<file path="src/rtl/csio_pkg.sv">
package csio_pkg;

    localparam int BYTE_W = 8;

    // Control byte, bit 7 down to bit 0
    typedef struct packed {
        logic       od;         // 1: open-drain data output
        logic       rdy_en;     // 1: ready pin enabled
        logic       pin_en;     // 1: data/clock pins carry serial function
        logic       msb_first;  // 1: bit 7 first
        logic       int_clk;    // 1: internal divider clock
        logic [2:0] ratio;      // divider code
    } ctrl_t;

    typedef enum logic [1:0] {
        REG_CTRL = 2'd0,
        REG_DATA = 2'd1,
        REG_STAT = 2'd2,
        REG_NONE = 2'd3
    } reg_addr_e;

    // log2 of the half period in system cycles
    function automatic logic [3:0] half_log2(input logic [2:0] code);
        case (code)
            3'b001:  return 4'd3;
            3'b010:  return 4'd4;
            3'b011:  return 4'd5;
            3'b110:  return 4'd6;
            3'b111:  return 4'd7;
            default: return 4'd2;   // 000 and the two reserved codes
        endcase
    endfunction

endpackage

</file>
<file path="src/rtl/csio_clkdiv.sv">
module csio_clkdiv #(
    parameter int CNT_W = 8
) (
    input  logic       clk,
    input  logic       rst,
    input  logic       run,
    input  logic [3:0] half_lg,
    output logic       sclk,
    output logic       fall_ev,
    output logic       rise_ev
);
    logic [CNT_W-1:0] cnt_q;
    logic [CNT_W-1:0] limit;
    logic             tick;
    logic             sclk_q;

    always_comb begin
        limit   = CNT_W'((32'd1 << half_lg) - 32'd1);
        tick    = run && (cnt_q == limit);
        fall_ev = tick && sclk_q;
        rise_ev = tick && !sclk_q;
        sclk    = sclk_q;
    end

    always_ff @(posedge clk) begin
        if (rst || !run) begin
            cnt_q  <= '0;
            sclk_q <= 1'b1;
        end else if (tick) begin
            cnt_q  <= '0;
            sclk_q <= !sclk_q;
        end else begin
            cnt_q  <= cnt_q + 1'b1;
        end
    end
endmodule

</file>
<file path="src/rtl/csio_sync_edge.sv">
module csio_sync_edge #(
    parameter int STAGES = 2
) (
    input  logic clk,
    input  logic rst,
    input  logic async_in,
    output logic rise,
    output logic fall
);
    logic [STAGES:0] pipe_q;
    logic            level;
    logic            prev;

    always_ff @(posedge clk) begin
        if (rst) pipe_q <= '1;
        else     pipe_q <= {pipe_q[STAGES-1:0], async_in};
    end

    always_comb begin
        level = pipe_q[STAGES-1];
        prev  = pipe_q[STAGES];
        rise  = level && !prev;
        fall  = !level && prev;
    end
endmodule

</file>
<file path="src/rtl/csio_shift_engine.sv">
module csio_shift_engine #(
    parameter int W = 8
) (
    input  logic         clk,
    input  logic         rst,
    input  logic         start,
    input  logic [W-1:0] load_val,
    input  logic         msb_first,
    input  logic         fall_ev,
    input  logic         rise_ev,
    input  logic         sin,
    output logic         active,
    output logic         out_bit,
    output logic [W-1:0] shreg,
    output logic         done_pulse,
    output logic         first_edge
);
    localparam int       CNT_W = $clog2(W);
    localparam logic [CNT_W-1:0] LAST = CNT_W'(W - 1);

    logic [CNT_W-1:0] bitcnt_q;
    logic             active_q;
    logic             out_q;
    logic [W-1:0]     sh_q;

    always_comb begin
        active     = active_q;
        out_bit    = out_q;
        shreg      = sh_q;
        done_pulse = active_q && rise_ev && (bitcnt_q == LAST);
        first_edge = active_q && fall_ev && (bitcnt_q == '0);
    end

    always_ff @(posedge clk) begin
        if (rst) begin
            active_q <= 1'b0;
            out_q    <= 1'b1;
            sh_q     <= '0;
            bitcnt_q <= '0;
        end else if (start) begin
            active_q <= 1'b1;
            sh_q     <= load_val;
            bitcnt_q <= '0;
        end else if (active_q) begin
            if (fall_ev)
                out_q <= msb_first ? sh_q[W-1] : sh_q[0];
            if (rise_ev) begin
                sh_q     <= msb_first ? {sh_q[W-2:0], sin} : {sin, sh_q[W-1:1]};
                bitcnt_q <= bitcnt_q + 1'b1;
                if (bitcnt_q == LAST)
                    active_q <= 1'b0;
            end
        end
    end
endmodule

</file>
<file path="src/rtl/csio_unit.sv">
module csio_unit #(
    parameter int DIV_CNT_W   = 8,
    parameter int SYNC_STAGES = 2
) (
    input  logic       clk,
    input  logic       rst,
    input  logic       bus_sel,
    input  logic       bus_wr,
    input  logic       bus_rd,
    input  logic [1:0] bus_addr,
    input  logic [7:0] bus_wdata,
    output logic [7:0] bus_rdata,
    input  logic       ext_sclk_in,
    input  logic       sdata_in,
    output logic       sdata_out,
    output logic       sdata_oe,
    output logic       sclk_out,
    output logic       sclk_oe,
    output logic       rdy_n_out,
    output logic       rdy_oe,
    output logic       done
);
    import csio_pkg::*;

    localparam int DW = $bits(ctrl_t);

    ctrl_t          ctrl_q;
    logic           done_q;
    logic           rdy_n_q;
    logic           wr_ctrl, wr_data, rd_data, start;
    logic           div_sclk, div_fall, div_rise;
    logic           ext_rise, ext_fall;
    logic           fall_ev, rise_ev;
    logic           active, out_bit, done_pulse, first_edge;
    logic [DW-1:0]  shreg;
    reg_addr_e      addr;

    always_comb begin
        addr    = reg_addr_e'(bus_addr);
        wr_ctrl = bus_sel && bus_wr && (addr == REG_CTRL);
        wr_data = bus_sel && bus_wr && (addr == REG_DATA);
        rd_data = bus_sel && bus_rd && (addr == REG_DATA);
        start   = wr_data && !active;
    end

    csio_sync_edge #(.STAGES(SYNC_STAGES)) u_sync (
        .clk      (clk),
        .rst      (rst),
        .async_in (ext_sclk_in),
        .rise     (ext_rise),
        .fall     (ext_fall)
    );

    csio_clkdiv #(.CNT_W(DIV_CNT_W)) u_div (
        .clk     (clk),
        .rst     (rst),
        .run     (active && ctrl_q.int_clk),
        .half_lg (half_log2(ctrl_q.ratio)),
        .sclk    (div_sclk),
        .fall_ev (div_fall),
        .rise_ev (div_rise)
    );

    always_comb begin
        fall_ev = ctrl_q.int_clk ? div_fall : ext_fall;
        rise_ev = ctrl_q.int_clk ? div_rise : ext_rise;
    end

    csio_shift_engine #(.W(DW)) u_eng (
        .clk        (clk),
        .rst        (rst),
        .start      (start),
        .load_val   (bus_wdata),
        .msb_first  (ctrl_q.msb_first),
        .fall_ev    (fall_ev),
        .rise_ev    (rise_ev),
        .sin        (sdata_in),
        .active     (active),
        .out_bit    (out_bit),
        .shreg      (shreg),
        .done_pulse (done_pulse),
        .first_edge (first_edge)
    );

    always_ff @(posedge clk) begin
        if (rst) begin
            ctrl_q  <= '0;
            done_q  <= 1'b0;
            rdy_n_q <= 1'b1;
        end else begin
            if (wr_ctrl)
                ctrl_q <= ctrl_t'(bus_wdata);
            if (done_pulse)
                done_q <= 1'b1;
            else if (rd_data)
                done_q <= 1'b0;
            if (start)
                rdy_n_q <= 1'b0;
            else if (first_edge)
                rdy_n_q <= 1'b1;
        end
    end

    always_comb begin
        sclk_out  = ctrl_q.int_clk ? div_sclk : 1'b1;
        sclk_oe   = ctrl_q.pin_en && ctrl_q.int_clk;
        sdata_oe  = ctrl_q.pin_en && (ctrl_q.od ? !out_bit : 1'b1);
        sdata_out = ctrl_q.pin_en && !ctrl_q.od && out_bit;
        rdy_oe    = ctrl_q.rdy_en;
        rdy_n_out = rdy_n_q;
        done      = done_q;
        case (addr)
            REG_CTRL: bus_rdata = ctrl_q;
            REG_DATA: bus_rdata = shreg;
            REG_STAT: bus_rdata = {6'd0, active, done_q};
            default:  bus_rdata = '0;
        endcase
    end
endmodule

</file>
<file path="config.mk">
export PLATFORM = sky130hd
export DESIGN_NAME = csio_unit
export DESIGN_NICKNAME = d
export VERILOG_FILES = /design/src/rtl/csio_pkg.sv /design/src/rtl/csio_clkdiv.sv /design/src/rtl/csio_sync_edge.sv /design/src/rtl/csio_shift_engine.sv /design/src/rtl/csio_unit.sv
export SDC_FILE = /design/constraint.sdc
export NUM_CORES = 1
export LEC_CHECK = 0
export ABC_CLOCK_PERIOD_IN_PS = 4100
export BUFFER_PORTS_ARGS = -buffer_cell sky130_fd_sc_hd__buf_2
export CORE_MARGIN = 10
export CORE_UTILIZATION = 35
export CTS_BUF_LIST = sky130_fd_sc_hd__clkbuf_4
export DETAILED_ROUTE_END_ITERATION = 8
export HOLD_SLACK_MARGIN = 0.08
export PLACE_DENSITY = 0.53
export SLEW_MARGIN = 15
export SYNTH_ARGS = -nofsm -noshare
export SYNTH_HDL_FRONTEND = slang
export SYNTH_HIERARCHICAL = 1
export SYNTH_SLANG_ARGS = --single-unit
</file>
<file path="constraint.sdc">
create_clock -name clk -period 4.1 [get_ports clk]
set_clock_uncertainty 0.15 [all_clocks]
set_input_delay 0.41 -clock clk [delete_from_list [all_inputs] [get_ports clk]]
set_output_delay 0.41 -clock clk [all_outputs]
set_load 0.01 [all_outputs]
</file>
== Word-level counts from Yosys, hierarchy flattened ==
Cells that the tools add are included.
Storage, ports and cells
  input port bits: 17
  word-level logic and storage cells: 87
  bits in registers: 35
  output and inout port bits: 15
Operators by class
  reductions and logical operators: 39
  shift-type cells: 1
  equality and inequality tests: 9
  multiplexer cells: 19
  $add $sub $neg: 3
  bitwise logic cells: 1
Operators by type and width (number)
  8-bit two-way mux: 4
  8-bit one-hot mux with 3 select lines: 1
  1-bit logical AND: 20
  3-bit one-hot mux with 5 select lines: 1
  1-bit two-way mux: 13
  3-bit equality test (second input constant): 3
  8-bit by 1-bit adder with 8-bit output (second input constant): 1
  8-bit equality test: 1
  2-bit nonzero test: 4
  1-bit by 3-bit left shift with 8-bit output (first input constant): 1
  8-bit by 1-bit subtractor with 8-bit output (second input constant): 1
  1-bit zero test: 7
  3-bit by 2-bit equality test with 1-bit output (second input constant): 2
  2-bit AND reduction: 2
  2-bit OR reduction: 2
  3-bit by 1-bit adder with 3-bit output (second input constant): 1
  3-bit by 1-bit equality test with 1-bit output (second input constant): 1
  3-bit zero test: 1
  3-bit AND reduction: 1
  2-bit by 1-bit equality test with 1-bit output (second input constant): 1
  2-bit equality test (second input constant): 1
  2-bit zero test: 1
  1-bit logical OR: 1
  1-bit NOT: 1

== Depth between registers and ports, before layout ==
  depth after elaboration: 12
  mapped depth: 15
  gate-level depth less buffers: 13

== Hierarchy ==
The synthesis kept the hierarchy.
Modules (own cells, without submodules)
  csio_shift_engine: cells each 82, sequential area each 260.2 sq um, times used 1, area each 740.7 sq um
  csio_unit: cells each 76, sequential area each 200.2 sq um, times used 1, area each 693.2 sq um
  csio_clkdiv: cells each 71, sequential area each 180.2 sq um, times used 1, area each 680.7 sq um
  csio_sync_edge: cells each 8, sequential area each 60.1 sq um, times used 1, area each 92.6 sq um

== Worst setup path after synthesis ==
OpenSTA, ideal clock, no wires.
  path type: register -> register
  start: register ctrl_q[2] (netlist bit)
  end: register u_eng.sh_q[7], in the netlist u_eng/shreg[7]
  path buffers: 1
  cell stages (with the launch flop): 14
  data arrival time: 2862 ps
  library setup time: 70 ps
  setup slack: 1019 ps
  data required time: 3880 ps
  clock period less this slack: 3081 ps
  cells stage by stage: dfxtp_1 -> nand2b_1 -> or4_4 -> ha_1 -> nor3_1 -> o211ai_1 -> a21o_1 -> nand4_1 -> nor2_1 -> mux2_2 -> and2_1 -> buf_6 -> a211o_1 -> a21oi_1
Between the ends
  word-level cells in the longest chain between the ends: 10
  elaborated cells on any way between the ends: 14
  classes of those cells: add/sub: 1; eq/ne: 6; shift: 1; mux: 2; reduce/logical: 4
Ends and longest elaborated chain
  start, declared: line csio_unit.sv:27  | ctrl_t ctrl_q;
  start signal, assigned: line csio_unit.sv:92  | ctrl_q <= ctrl_t'(bus_wdata);
  3-bit equality test (tied with other cells): line csio_pkg.sv:24  | case (code)
  3-bit one-hot mux with 5 select lines (*): line csio_pkg.sv:24
  1-bit by 3-bit left shift with 8-bit output (*): line csio_clkdiv.sv:18  | limit = CNT_W'((32'd1 << half_lg) - 32'd1);
  8-bit by 1-bit subtractor with 8-bit output (*): line csio_clkdiv.sv:18
  8-bit equality test (*): line csio_clkdiv.sv:19  | tick = run && (cnt_q == limit);
  1-bit logical AND (*): line csio_clkdiv.sv:19
  1-bit logical AND (*): line csio_clkdiv.sv:21  | rise_ev = tick && !sclk_q;
  via div_rise: line csio_unit.sv:31  | logic div_sclk, div_fall, div_rise;
  1-bit two-way mux (*): line csio_unit.sv:66  | rise_ev = ctrl_q.int_clk ? div_rise : ext_rise;
  via rise_ev: line csio_unit.sv:33  | logic fall_ev, rise_ev;
  2-bit nonzero test (no line) (*)
  2-bit AND reduction (no line) (*)
  end signal, assigned: line csio_shift_engine.sv:42  | sh_q <= load_val;
  end signal, assigned: line csio_shift_engine.sv:48  | sh_q <= msb_first ? {sh_q[W-2:0], sin} : {sin, sh_q[W-1:1]};
  end, declared: line csio_shift_engine.sv:24  | logic [W-1:0] sh_q;
Mark *: on every way through the listed nets, which the timed path passes. The rest lies on a longest branch.
A chain may end at the register's enable or synchronous reset.

== Worst setup path in the final report ==
  start: register ctrl_q[1] (netlist bit)
  end: register u_eng.sh_q[1], in the netlist u_eng/shreg[1]
The elaborated chain is that of the path after synthesis.

==> impl_metrics.toml <==
[global_route]
grt_pass1_vias = 1735
grt_pass1_wl_mm = 8.65
gr-usage-all-layers = 0.105
overflow = 0
grt_max_degree = 37
antenna_found_initial = 0

[clock_network]
clock-root-buffer = "clkbuf_4"
clk_latency_ns = 0.34
clockBufferDepth = 2
cts_sinks = 35
cts_tree = "done"
clk_pin_slew_ns = 0.11
post_cts_buffers = 0
numCtsBuffers = 5
htree_levels = 2

[drt]
ant_nets = 0
drt_first_pass_iters = 4
wire_per_inst_um = 15.5
vias = 1736
drc_errors = 0
vias_per_cell = 5.20
wl_mm = 5.17
met3RoutedLength_um = 274
drtIter0Drc = 109
met1_length_mm = 2.72
top_layer = "met4"
wl_met2_mm = 2.13

[synth]
synthTopCellsByCount = "35 x dfxtp_1, 27 x mux2i_1, 19 x a21oi_1, 19 x nand2b_1, 14 x nand2_1"
synth.net_count = 259
synth_area_um2 = 2210
synth_top_cell_area_share = 0.317
ys_seq_area_frac = 0.317
synth_edf_count = 0
synth_warnings = 6
ys_top_cells_by_area = "dfxtp_1 32%, mux2i_1 12%, nand2b_1 5.4%"
yosysMostFrequentCell = "dfxtp_1"
synthFlopType = "dfxtp_1"
async_reset_ff_frac = 0
syn_area_per_cell_um2 = 9.31
synth_cells = 237
yosysTopAreaCell = "dfxtp_1"
ys_ff_latch = 35
synth_cell_type_count = 53

[pwr]
p_int_uw = 443
irDropWorstVdd_mv = 0.168
power_leakage_uw = 0.000854
p_per_area_nw_per_um2 = 254
sw_frac_of_total = 0.264
switching_power_uw = 159
clkPwrFrac = 0.313
seq_power_share = 0.586
p_comb_frac = 0.100

[sta]
setup-tns-final_ns = 0
rsz0062_at_grt = "false"
worst_slew_pin_slew_ns = 0.836
setup_viol_count_final = 0
worst_slack_ns = 0.467
slew_viol_final = 0
slew_headroom = 0.443
max_freq_ghz = 0.275
post-route-period-util = 0.886
hold_viol = 0
min_period_ns = 3.63

[placed_design]
place_area_um2 = 2310
io_buffer_count = 31
gp_congestion = 0.762
detailedPlace.worstSlack_ns = 0.219
dp_hpwl_mm = 3.67

[worst_setup_path]
reg2reg_slack_ns = 0.47
crit_fanout = 14
max_stage_delay_ns = 0.57
cp.arrival_ns = 3.76
cp-start-kind = "flop"
crit_family = "simple AND/OR/NAND/NOR gates"
critPathKind = "reg -> reg"
cp.buffers_inverters = 0
critPathCaptureType = "flop"
timing.rr.end = "u_eng/shreg[1]"
r2r_start = "ctrl_q[1]"
required_ns = 4.22
cpMaxStageDelayCell = "or4_4"
crit_chain = "nand2b_1, or4_4, ha_1, and2_1, o211ai_1, nand3_1, nand4_1, nor2_1, mux2_2, and2_2, a211o_1, a21oi_1"
worstRegToRegCells = 12

[final_layout]
antennaDiodeCount = 0
fillCellCount = 648
layout.nets = 280
final_layout_size_suffix_gt1_frac = 0.216
fin_area_um2 = 2370
area_growth_pct = 7.20
finish.utilization = 0.393

[run]
drv_cap = 0

[floorplan]
die_h_um = 99.4
io_pins = 32
initial_core_util = 0.366
die-area_um2 = 9880
dieWidth_um = 99.4
rows = 28
coreArea_um2 = 6030

[min_path]
hold_path_class = "in -> reg"
whs_path_depth = 2
holdPathEnd = "done"
worstHoldStart = "bus_rd"

[status]
status = "complete, no violations"
[state kept, by name, indices dropped and copies added (netlist names), 3 cells and up]
signal and count:
u_sync/pipe_q 3, ctrl_q 7, u_eng/shreg 8, u_eng/bitcnt_q 3, u_div/cnt_q 8
[per-stage QoR]
step	instances	hold slack [ns]	power, µW
global route	334	0.0820	634
floorplan	237	0.235	405
finish	334	0.0937	602
global placement	326	0.240	420
detailed placement	326	0.247	421
CTS	334	0.0837	610
[kinds of logic (layout without fill, tap and decap cells)]
family / count (synthesis) / in the layout / share of synthesized area
adder cells (fa/ha/maj): 5 / 5 / 0.0283
multiplexers: 29 / 29 / 0.133
buffers and inverters: 22 / 44 / 0.0743
AO/OA/AOI/OAI: 45 / 45 / 0.146
flip-flops: 35 / 35 / 0.317
XOR/XNOR: 11 / 11 / 0.0437
other: 1 / 1 / 0.00170
AND/OR/NAND/NOR: 89 / 89 / 0.256
[cells in the final DEF (no fill, tap or decap), drive strengths merged, types with 8 or more instances in the layout]
master	n
nand2b	19
a211o	8
mux2i	27
a21oi	19
buf	31
nor3	13
xnor2	8
nand2	14
dfxtp	35
nor2	13
[power groups by stage]
stage	Combinational (µW)	Clock [µW]	Sequential, µW
6_report	60.3	189	353
3_3_place_gp	59.6	0	361
2_1_floorplan	47.9	0	357
4_1_cts	60.1	197	353
3_5_place_dp	59.7	0	361
5_1_grt	66.9	212	355
[area by class of cell]
cell class              count  area (µm²)  share of cell area
clock buffers               6        45.0              0.0190
clock inverters             2        7.51             0.00317
inverters                   5        18.8             0.00793
multi-input cells         180        1340               0.568
flip-flops and latches     35         702               0.297
well taps                  75        93.8              0.0397
repair buffers             31         155              0.0656
[timing repair]
| action | 4_1_cts | 5_1_grt |
|---|---|---|
| resized for setup | 0 | 3 |
| setup endpoints to repair | 0 | 13 |
| hold buffers | 0 | 0 |
[worst max path at each step]
stage              start                 to  depth (start not counted)
3_5_place_dp   ctrl_q[1]  u_eng/bitcnt_q[2]                         12
6_report       ctrl_q[1]     u_eng/shreg[1]                         12
4_1_cts        ctrl_q[1]  u_eng/bitcnt_q[2]                         12
5_1_grt        ctrl_q[1]  u_eng/bitcnt_q[1]                         12
3_3_place_gp   ctrl_q[1]  u_eng/bitcnt_q[1]                         12
2_1_floorplan  ctrl_q[2]     u_eng/shreg[7]                         13
[layer usage]
metal	vias to the layer above	track usage
met3	4	0.0291
met5	-	0
met4	0	0.0331
met1	807	0.146
met2	42	0.150
li1	883	-
[worst register-to-register path: stages, from the launching register on]
cell	delay (ns)
dfxtp_2	0.48
nand2b_1	0.21
or4_4	0.57
ha_1	0.26
and2_1	0.15
o211ai_1	0.29
nand3_1	0.17
nand4_1	0.13
nor2_1	0.04
mux2_2	0.36
and2_2	0.30
a211o_1	0.29
a21oi_1	0.15
Power figures use the tool's default switching activity.
